--- src/rtl/isa_cg_pkg.sv ---
package isa_cg_pkg;

    localparam int ISA_AW = 24;
    localparam int SA_W   = 20;
    localparam int LA_LO  = 17;
    localparam int LA_W   = ISA_AW - LA_LO;

    typedef enum logic [1:0] {
        K_MEM  = 2'd0,
        K_IO   = 2'd1,
        K_RFSH = 2'd2
    } kind_e;

    typedef enum logic [1:0] {
        PH_IDLE  = 2'd0,
        PH_ADDR  = 2'd1,
        PH_CMD   = 2'd2,
        PH_RECOV = 2'd3
    } phase_e;

    typedef struct packed {
        phase_e              ph;
        kind_e               kind;
        logic                wr;
        logic                dma;
        logic                wide;
        logic                is16;
        logic                split;
        logic [ISA_AW-1:0]   addr;
    } seq_t;

endpackage

--- src/rtl/isa_cmd_timer.sv ---
module isa_cmd_timer #(
    parameter int CMD_MIN = 4
) (
    input  logic clk,
    input  logic rst_n,
    input  logic load,
    input  logic run,
    output logic expired
);
    localparam int CNT_W = (CMD_MIN > 1) ? $clog2(CMD_MIN) : 1;
    localparam logic [CNT_W-1:0] LOAD_V = CNT_W'(CMD_MIN - 1);

    logic [CNT_W-1:0] cnt_d, cnt_q;

    always_comb begin
        cnt_d = cnt_q;
        if (load) begin
            cnt_d = LOAD_V;
        end else if (run && cnt_q != '0) begin
            cnt_d = cnt_q - 1'b1;
        end
    end

    always_ff @(posedge clk or negedge rst_n) begin
        if (!rst_n) begin
            cnt_q <= '0;
        end else begin
            cnt_q <= cnt_d;
        end
    end

    assign expired = (cnt_q == '0);

endmodule

--- src/rtl/isa_width_ctl.sv ---
module isa_width_ctl
    import isa_cg_pkg::*;
(
    input  phase_e ph,
    input  kind_e  kind,
    input  logic   wide,
    input  logic   is16,
    input  logic   addr0,
    input  logic   iocs16_n,
    input  logic   mcs16_n,
    output logic   want16,
    output logic   split,
    output logic   sbhe_n
);
    logic sel_hit;

    always_comb begin
        unique case (kind)
            K_IO:    sel_hit = !iocs16_n;
            K_MEM:   sel_hit = !mcs16_n;
            default: sel_hit = 1'b0;
        endcase
        want16 = wide && sel_hit;
        split  = wide && !sel_hit;
    end

    always_comb begin
        unique case (ph)
            PH_IDLE: sbhe_n = 1'b1;
            PH_ADDR: sbhe_n = !(wide || addr0);
            default: sbhe_n = !(is16 || addr0);
        endcase
        if (kind == K_RFSH) begin
            sbhe_n = 1'b1;
        end
    end

endmodule

--- src/rtl/isa_strobe_dec.sv ---
module isa_strobe_dec
    import isa_cg_pkg::*;
(
    input  phase_e     ph,
    input  kind_e      kind,
    input  logic       wr,
    input  logic [3:0] addr_hi,
    output logic       ior_n,
    output logic       iow_n,
    output logic       memr_n,
    output logic       memw_n,
    output logic       smemr_n,
    output logic       smemw_n
);
    logic cmd_on, rd_mem, wr_mem, low_mb;

    always_comb begin
        cmd_on  = (ph == PH_CMD);
        low_mb  = (addr_hi == 4'h0);
        rd_mem  = cmd_on && ((kind == K_MEM && !wr) || kind == K_RFSH);
        wr_mem  = cmd_on && kind == K_MEM && wr;
        ior_n   = !(cmd_on && kind == K_IO && !wr);
        iow_n   = !(cmd_on && kind == K_IO && wr);
        memr_n  = !rd_mem;
        memw_n  = !wr_mem;
        smemr_n = !(rd_mem && low_mb);
        smemw_n = !(wr_mem && low_mb);
    end

endmodule

--- src/rtl/isa_cycle_gen.sv ---
module isa_cycle_gen
    import isa_cg_pkg::*;
#(
    parameter int CMD_MIN = 4
) (
    input  logic              clk,
    input  logic              rst_n,
    input  logic              req_valid,
    input  logic [1:0]        req_kind,
    input  logic              req_write,
    input  logic [ISA_AW-1:0] req_addr,
    input  logic              req_wide,
    input  logic              req_dma,
    output logic              req_ready,
    output logic              done,
    input  logic              strap_shared,
    input  logic              iocs16_n,
    input  logic              mcs16_n,
    input  logic              iochrdy,
    output logic [SA_W-1:0]   sa,
    output logic [LA_W-1:0]   la,
    output logic              sbhe_n,
    output logic              bale,
    output logic              ior_n,
    output logic              iow_n,
    output logic              memr_n,
    output logic              memw_n,
    output logic              smemr_n,
    output logic              smemw_n,
    output logic              aen,
    output logic              xcvr_oe_n
);
    seq_t  seq_d, seq_q;
    kind_e in_kind;
    logic  t_expired, want16, split_now;

    isa_cmd_timer #(.CMD_MIN(CMD_MIN)) u_timer (
        .clk     (clk),
        .rst_n   (rst_n),
        .load    (seq_q.ph == PH_ADDR),
        .run     (seq_q.ph == PH_CMD),
        .expired (t_expired)
    );

    isa_width_ctl u_width (
        .ph       (seq_q.ph),
        .kind     (seq_q.kind),
        .wide     (seq_q.wide),
        .is16     (seq_q.is16),
        .addr0    (seq_q.addr[0]),
        .iocs16_n (iocs16_n),
        .mcs16_n  (mcs16_n),
        .want16   (want16),
        .split    (split_now),
        .sbhe_n   (sbhe_n)
    );

    isa_strobe_dec u_strobe (
        .ph      (seq_q.ph),
        .kind    (seq_q.kind),
        .wr      (seq_q.wr),
        .addr_hi (seq_q.addr[ISA_AW-1:SA_W]),
        .ior_n   (ior_n),
        .iow_n   (iow_n),
        .memr_n  (memr_n),
        .memw_n  (memw_n),
        .smemr_n (smemr_n),
        .smemw_n (smemw_n)
    );

    always_comb begin
        in_kind = req_kind[1] ? K_RFSH : (req_kind[0] ? K_IO : K_MEM);
    end

    always_comb begin
        seq_d = seq_q;
        unique case (seq_q.ph)
            PH_IDLE: begin
                if (req_valid) begin
                    seq_d.ph    = PH_ADDR;
                    seq_d.kind  = in_kind;
                    seq_d.wr    = req_write && (in_kind != K_RFSH);
                    seq_d.dma   = req_dma;
                    seq_d.wide  = req_wide && (in_kind != K_RFSH);
                    seq_d.is16  = 1'b0;
                    seq_d.split = 1'b0;
                    seq_d.addr  = seq_d.wide ? {req_addr[ISA_AW-1:1], 1'b0} : req_addr;
                end
            end
            PH_ADDR: begin
                seq_d.ph    = PH_CMD;
                seq_d.is16  = want16;
                seq_d.split = split_now;
            end
            PH_CMD: begin
                if (t_expired && iochrdy) begin
                    seq_d.ph = PH_RECOV;
                end
            end
            default: begin
                if (seq_q.split) begin
                    seq_d.ph      = PH_ADDR;
                    seq_d.addr[0] = 1'b1;
                    seq_d.wide    = 1'b0;
                    seq_d.split   = 1'b0;
                end else begin
                    seq_d.ph = PH_IDLE;
                end
            end
        endcase
    end

    always_ff @(posedge clk or negedge rst_n) begin
        if (!rst_n) begin
            seq_q <= '0;
        end else begin
            seq_q <= seq_d;
        end
    end

    assign req_ready = (seq_q.ph == PH_IDLE);
    assign done      = (seq_q.ph == PH_RECOV) && !seq_q.split;
    assign bale      = (seq_q.ph == PH_ADDR);
    assign sa        = seq_q.addr[SA_W-1:0];
    assign la        = seq_q.addr[ISA_AW-1:LA_LO];
    assign aen       = seq_q.dma && (seq_q.ph != PH_IDLE);
    assign xcvr_oe_n = !(strap_shared && seq_q.ph != PH_IDLE);

    logic any_cmd;
    assign any_cmd = !(ior_n && iow_n && memr_n && memw_n);

    AST_ONE_STROBE: assert property (@(posedge clk) disable iff (!rst_n)
        $countones({~ior_n, ~iow_n, ~memr_n, ~memw_n}) <= 1);

    AST_SMEM_QUAL: assert property (@(posedge clk) disable iff (!rst_n)
        (!smemr_n || !smemw_n) |-> (la[LA_W-1:LA_W-4] == 4'h0 && (!memr_n || !memw_n)));

    AST_BALE_PULSE: assert property (@(posedge clk) disable iff (!rst_n)
        bale |=> (!bale && any_cmd));

    AST_SA_STABLE: assert property (@(posedge clk) disable iff (!rst_n)
        (any_cmd && $past(any_cmd)) |-> $stable(sa));

    AST_WAIT_HOLD: assert property (@(posedge clk) disable iff (!rst_n)
        (any_cmd && !iochrdy) |=> any_cmd);

    AST_RFSH_SBHE: assert property (@(posedge clk) disable iff (!rst_n)
        (seq_q.ph != PH_IDLE && seq_q.kind == K_RFSH) |-> sbhe_n);

    AST_READY_IDLE: assert property (@(posedge clk) disable iff (!rst_n)
        req_ready |-> (!any_cmd && !bale && !done));

endmodule

--- config.mk ---
export PLATFORM = sky130hd
export DESIGN_NAME = isa_cycle_gen
export DESIGN_NICKNAME = d
export VERILOG_FILES = /design/src/rtl/isa_cg_pkg.sv /design/src/rtl/isa_cmd_timer.sv /design/src/rtl/isa_width_ctl.sv /design/src/rtl/isa_strobe_dec.sv /design/src/rtl/isa_cycle_gen.sv
export SDC_FILE = /design/constraint.sdc
export NUM_CORES = 1
export LEC_CHECK = 0
export BUFFER_PORTS_ARGS = -buffer_cell sky130_fd_sc_hd__buf_4
export CORE_MARGIN = 5
export CORE_UTILIZATION = 45
export CTS_BUF_LIST = sky130_fd_sc_hd__clkbuf_2 sky130_fd_sc_hd__clkbuf_4 sky130_fd_sc_hd__clkbuf_8
export DETAILED_ROUTE_END_ITERATION = 12
export PLACE_DENSITY_LB_ADDON = 0.12
export SETUP_SLACK_MARGIN = 0.4
export SYNTH_ARGS = -nofsm -noshare
export SYNTH_HDL_FRONTEND = slang
export SYNTH_SLANG_ARGS = --single-unit
--- constraint.sdc ---
create_clock -name clk -period 3.9 [get_ports clk]
set_input_delay 0 -clock clk [delete_from_list [all_inputs] [get_ports clk]]
set_output_delay 0 -clock clk [all_outputs]
set_load 0.02 [all_outputs]
==> flow_summary.ini <==
[timing]
timing.max_slew.rel_slack_pct = 17.5
report.final.setup_viol = 0
timing_max_transition_violations_final = 0
final_critical_path_setup_slack_ns = 1.42
timing.fmax_mhz = 403
fin_hold_ws_ns = 0.0728
timing.clock.skew_ns = 0.00326
fin_setup_tns_ns = 0
worst_slew_pin_slew_ns = 1.24
final_period_minus_worst_setup_slack_ns = 2.48
rsz_0062_raised_after_global_routing = no
final.period_utilization_pct = 63.7
final_hold_vio_count = 0

[power_and_ir_drop]
power.leakage_nw = 1.26
pwr-share-comb_pct = 52.5
clockPowerShare_pct = 14.2
cell_internal_pwr_mw = 1.23
fin_total_pwr_mw = 2.05
power.density_cell_area_mw_per_mm2 = 781
p_seq_share_pct = 33.3
swShare_pct = 40.0
power_switching_uw = 822
vdd_ir_drop_max_mv = 0.468

[synthesis]
syn_avg_cell_area_sq_um = 11.2
netlist_top_cells_count = dfrtp_1 (35), buf_4 (27), mux2_1 (20)
ys_ff_latch = 35
ys_dominant_reg_cell = dfrtp_1
number_of_nets_produced_by_synthesis = 206
synth.area.top_cells = dfrtp_1 (48%), mux2_1 (12%), buf_4 (11%)
synth.lib_cells_used.distinct = 26
fraction_of_registers_with_async_set_reset_pct = 100
yosys_warnings = 0
synth_largest_type_area_fraction_pct = 47.6
seq_area_frac_synth_pct = 47.6
syn-cell-area_sq_mm = 0.00184
synthesis.instances = 164
synthDominantAreaCellType = dfrtp_1
synth_edf_count = 0
synth.most_common_cell = dfrtp_1

[grt]
grt.met2_usage_pct = 28.8
globalRouteOverflowTotal = 0
grt_start_max_net_pins = 36
gr_util_all_layers_pct = 16.6
met1_usage_pct = 18.9
groute.layer.met3.usage_pct = 6.08
grt_antenna_before_repair = 0
first_global_vias = 1523
grt_busiest_layer = met2
first_pass_grt_wire_length_mm = 6.90

[cts]
worst_setup_hold_path_clk_slew_ns = 0.07
ctsHoldBuffers = 29
worst_skew_pair.late_latency_ns = 0.28
cts_tree = yes
cts_root_buf = clkbuf_8
post-cts-setup-buffers = 0
h_tree_level_count = 2
cts.sink_count = 35
count_of_instances_resized_after_the_clock_tree_is_built = 0
cts_buffers = 5
ctsLongestPathBuffers = 2

[worst_setup_path]
timing.critical_path.to_type = flop
depth_of_the_worst_register_to_register_path = 4
worst-path-max-fanout = 31
worst-endpoint-required_ns = 4.05
start_kind = flop
cp.arrival_ns = 2.64
timing.critical_path.cells = inv_1 -> ha_1 -> nand2_1 -> mux2_1
cpMaxStageDelayCell = nand2_1
critical_path.max_stage_delay_ns = 0.80
worst-setup-path-type = reg -> reg

[routing]
drt_wl_total_mm = 4.12
wl_per_cell_microns = 14.0
detailedRoute.firstIterationViolations = 56
drc = 0
antenna_left = 0
routed_via_count = 1389
avgViaCountPerCell = 4.72
dr.pass1.iters = 4

[place]
dp_cells = 257
numPortBuffers = 74
gp_congestion = 0.761
placed_area_sq_mm = 0.00224
post-place-ws_ns = 1.42
detailed_placement_wirelength_estimate_mm = 2.91

[floorplan]
fp.dieW_microns = 74.0
chipHeight_microns = 74.0
die_area_sq_mm = 0.00547
initial_utilization_pct = 46.3
num_rows = 23
core_sq_mm = 0.00397
io-pin-count = 75

[layout]
layout_cells_sized_above_1_pct = 37.3
stdcell_count = 294
filler_cell_count = 326
layout.core_utilization_pct = 66.2
design_area_sq_mm = 0.00263
area.growth.synth_to_final_pct = 42.9
final_net_count = 285
antenna-diode-count = 0

[status]
status = finished clean

[worst_hold_path]
worst_hold_path_type = in -> reg
cell_count_of_the_worst_hold_path = 4

[run]
drv_cap = 0
power by group through the flow:
stage | Clock [mW] | Sequential, mW | Combinational [mW]
6_report | 0.291 | 0.683 | 1.08
5_1_grt | 0.320 | 0.712 | 1.18
4_1_cts | 0.301 | 0.682 | 1.09
3_5_place_dp | 0 | 0.686 | 1.07
3_3_place_gp | 0 | 0.677 | 1.03
2_1_floorplan | 0 | 0.647 | 0.868
worst max-delay path: cells and delay by family, from the launching register on:
family	cells	cell delay, ns
DFF	1	0.43
adders and majority gates	1	0.37
buffers and inverters	1	0.11
and+or+nand+nor	1	0.80
muxes	1	0.63
flip-flops by register name, indices dropped and copies added, names as in the netlist:
name and count:
seq_q 9, sa 17, la 7, u_timer.cnt_q 2
cell type report:
cell class	instances	area [sq um]	share of cell area [%]
well taps	50	62.6	2.38
flip-flops and latches	35	876	33.3
clock buffers	8	104	3.95
multi-input cells	91	716	27.2
repair buffers	103	846	32.2
inverters	7	26.3	0.999
per-layer routing:
metal | vias to the layer above | wire length, microns
li1 | 681 | -
met1 | 648 | 1630
met2 | 54 | 2060
met3 | 6 | 378
met4 | 0 | 50
met5 | - | 0
path summary, 6_finish.rpt:
path / startpoint / slack [ns] / endpoint
setup / recovery: seq_q[31]$_DFFE_PN0P_ / 1.42 / sa[3]$_DFFE_PN0P_
hold / removal: req_wide / 0.07 / sa[0]$_DFFE_PN0P_
setup reg to reg: seq_q[31]$_DFFE_PN0P_ / 1.42 / sa[3]$_DFFE_PN0P_
hold reg to reg: sa[8]$_DFFE_PN0P_ / 0.49 / sa[8]$_DFFE_PN0P_
max in group asynchronous: rst_n / 3.38 / sa[9]$_DFFE_PN0P_
min in group asynchronous: rst_n / 0.21 / sa[12]$_DFFE_PN0P_
placed cells by master, fill, tap and decap left out, types with 3 or more instances in the layout:
cell,n
dlygate4sd3_1,29
a21oi_1,5
nor2_1,4
ha_1,6
mux2_1,20
nand2_1,11
mux2_2,7
nand2b_1,7
nand3_1,3
buf_4,74
o21ai_0,9
inv_1,7
clkbuf_8,7
dfrtp_1,35
nor2b_1,7
cell families after synthesis:
logic type / synth area share [%]
muxes: 17.1
xor gates and xnor gates: 0.476
and+or+nand+nor: 11.6
adders and majority gates: 4.08
AOI/OAI and AO/OA: 5.64
DFF: 47.6
buffers and inverters: 13.5
Power figures use the tool's default switching activity.
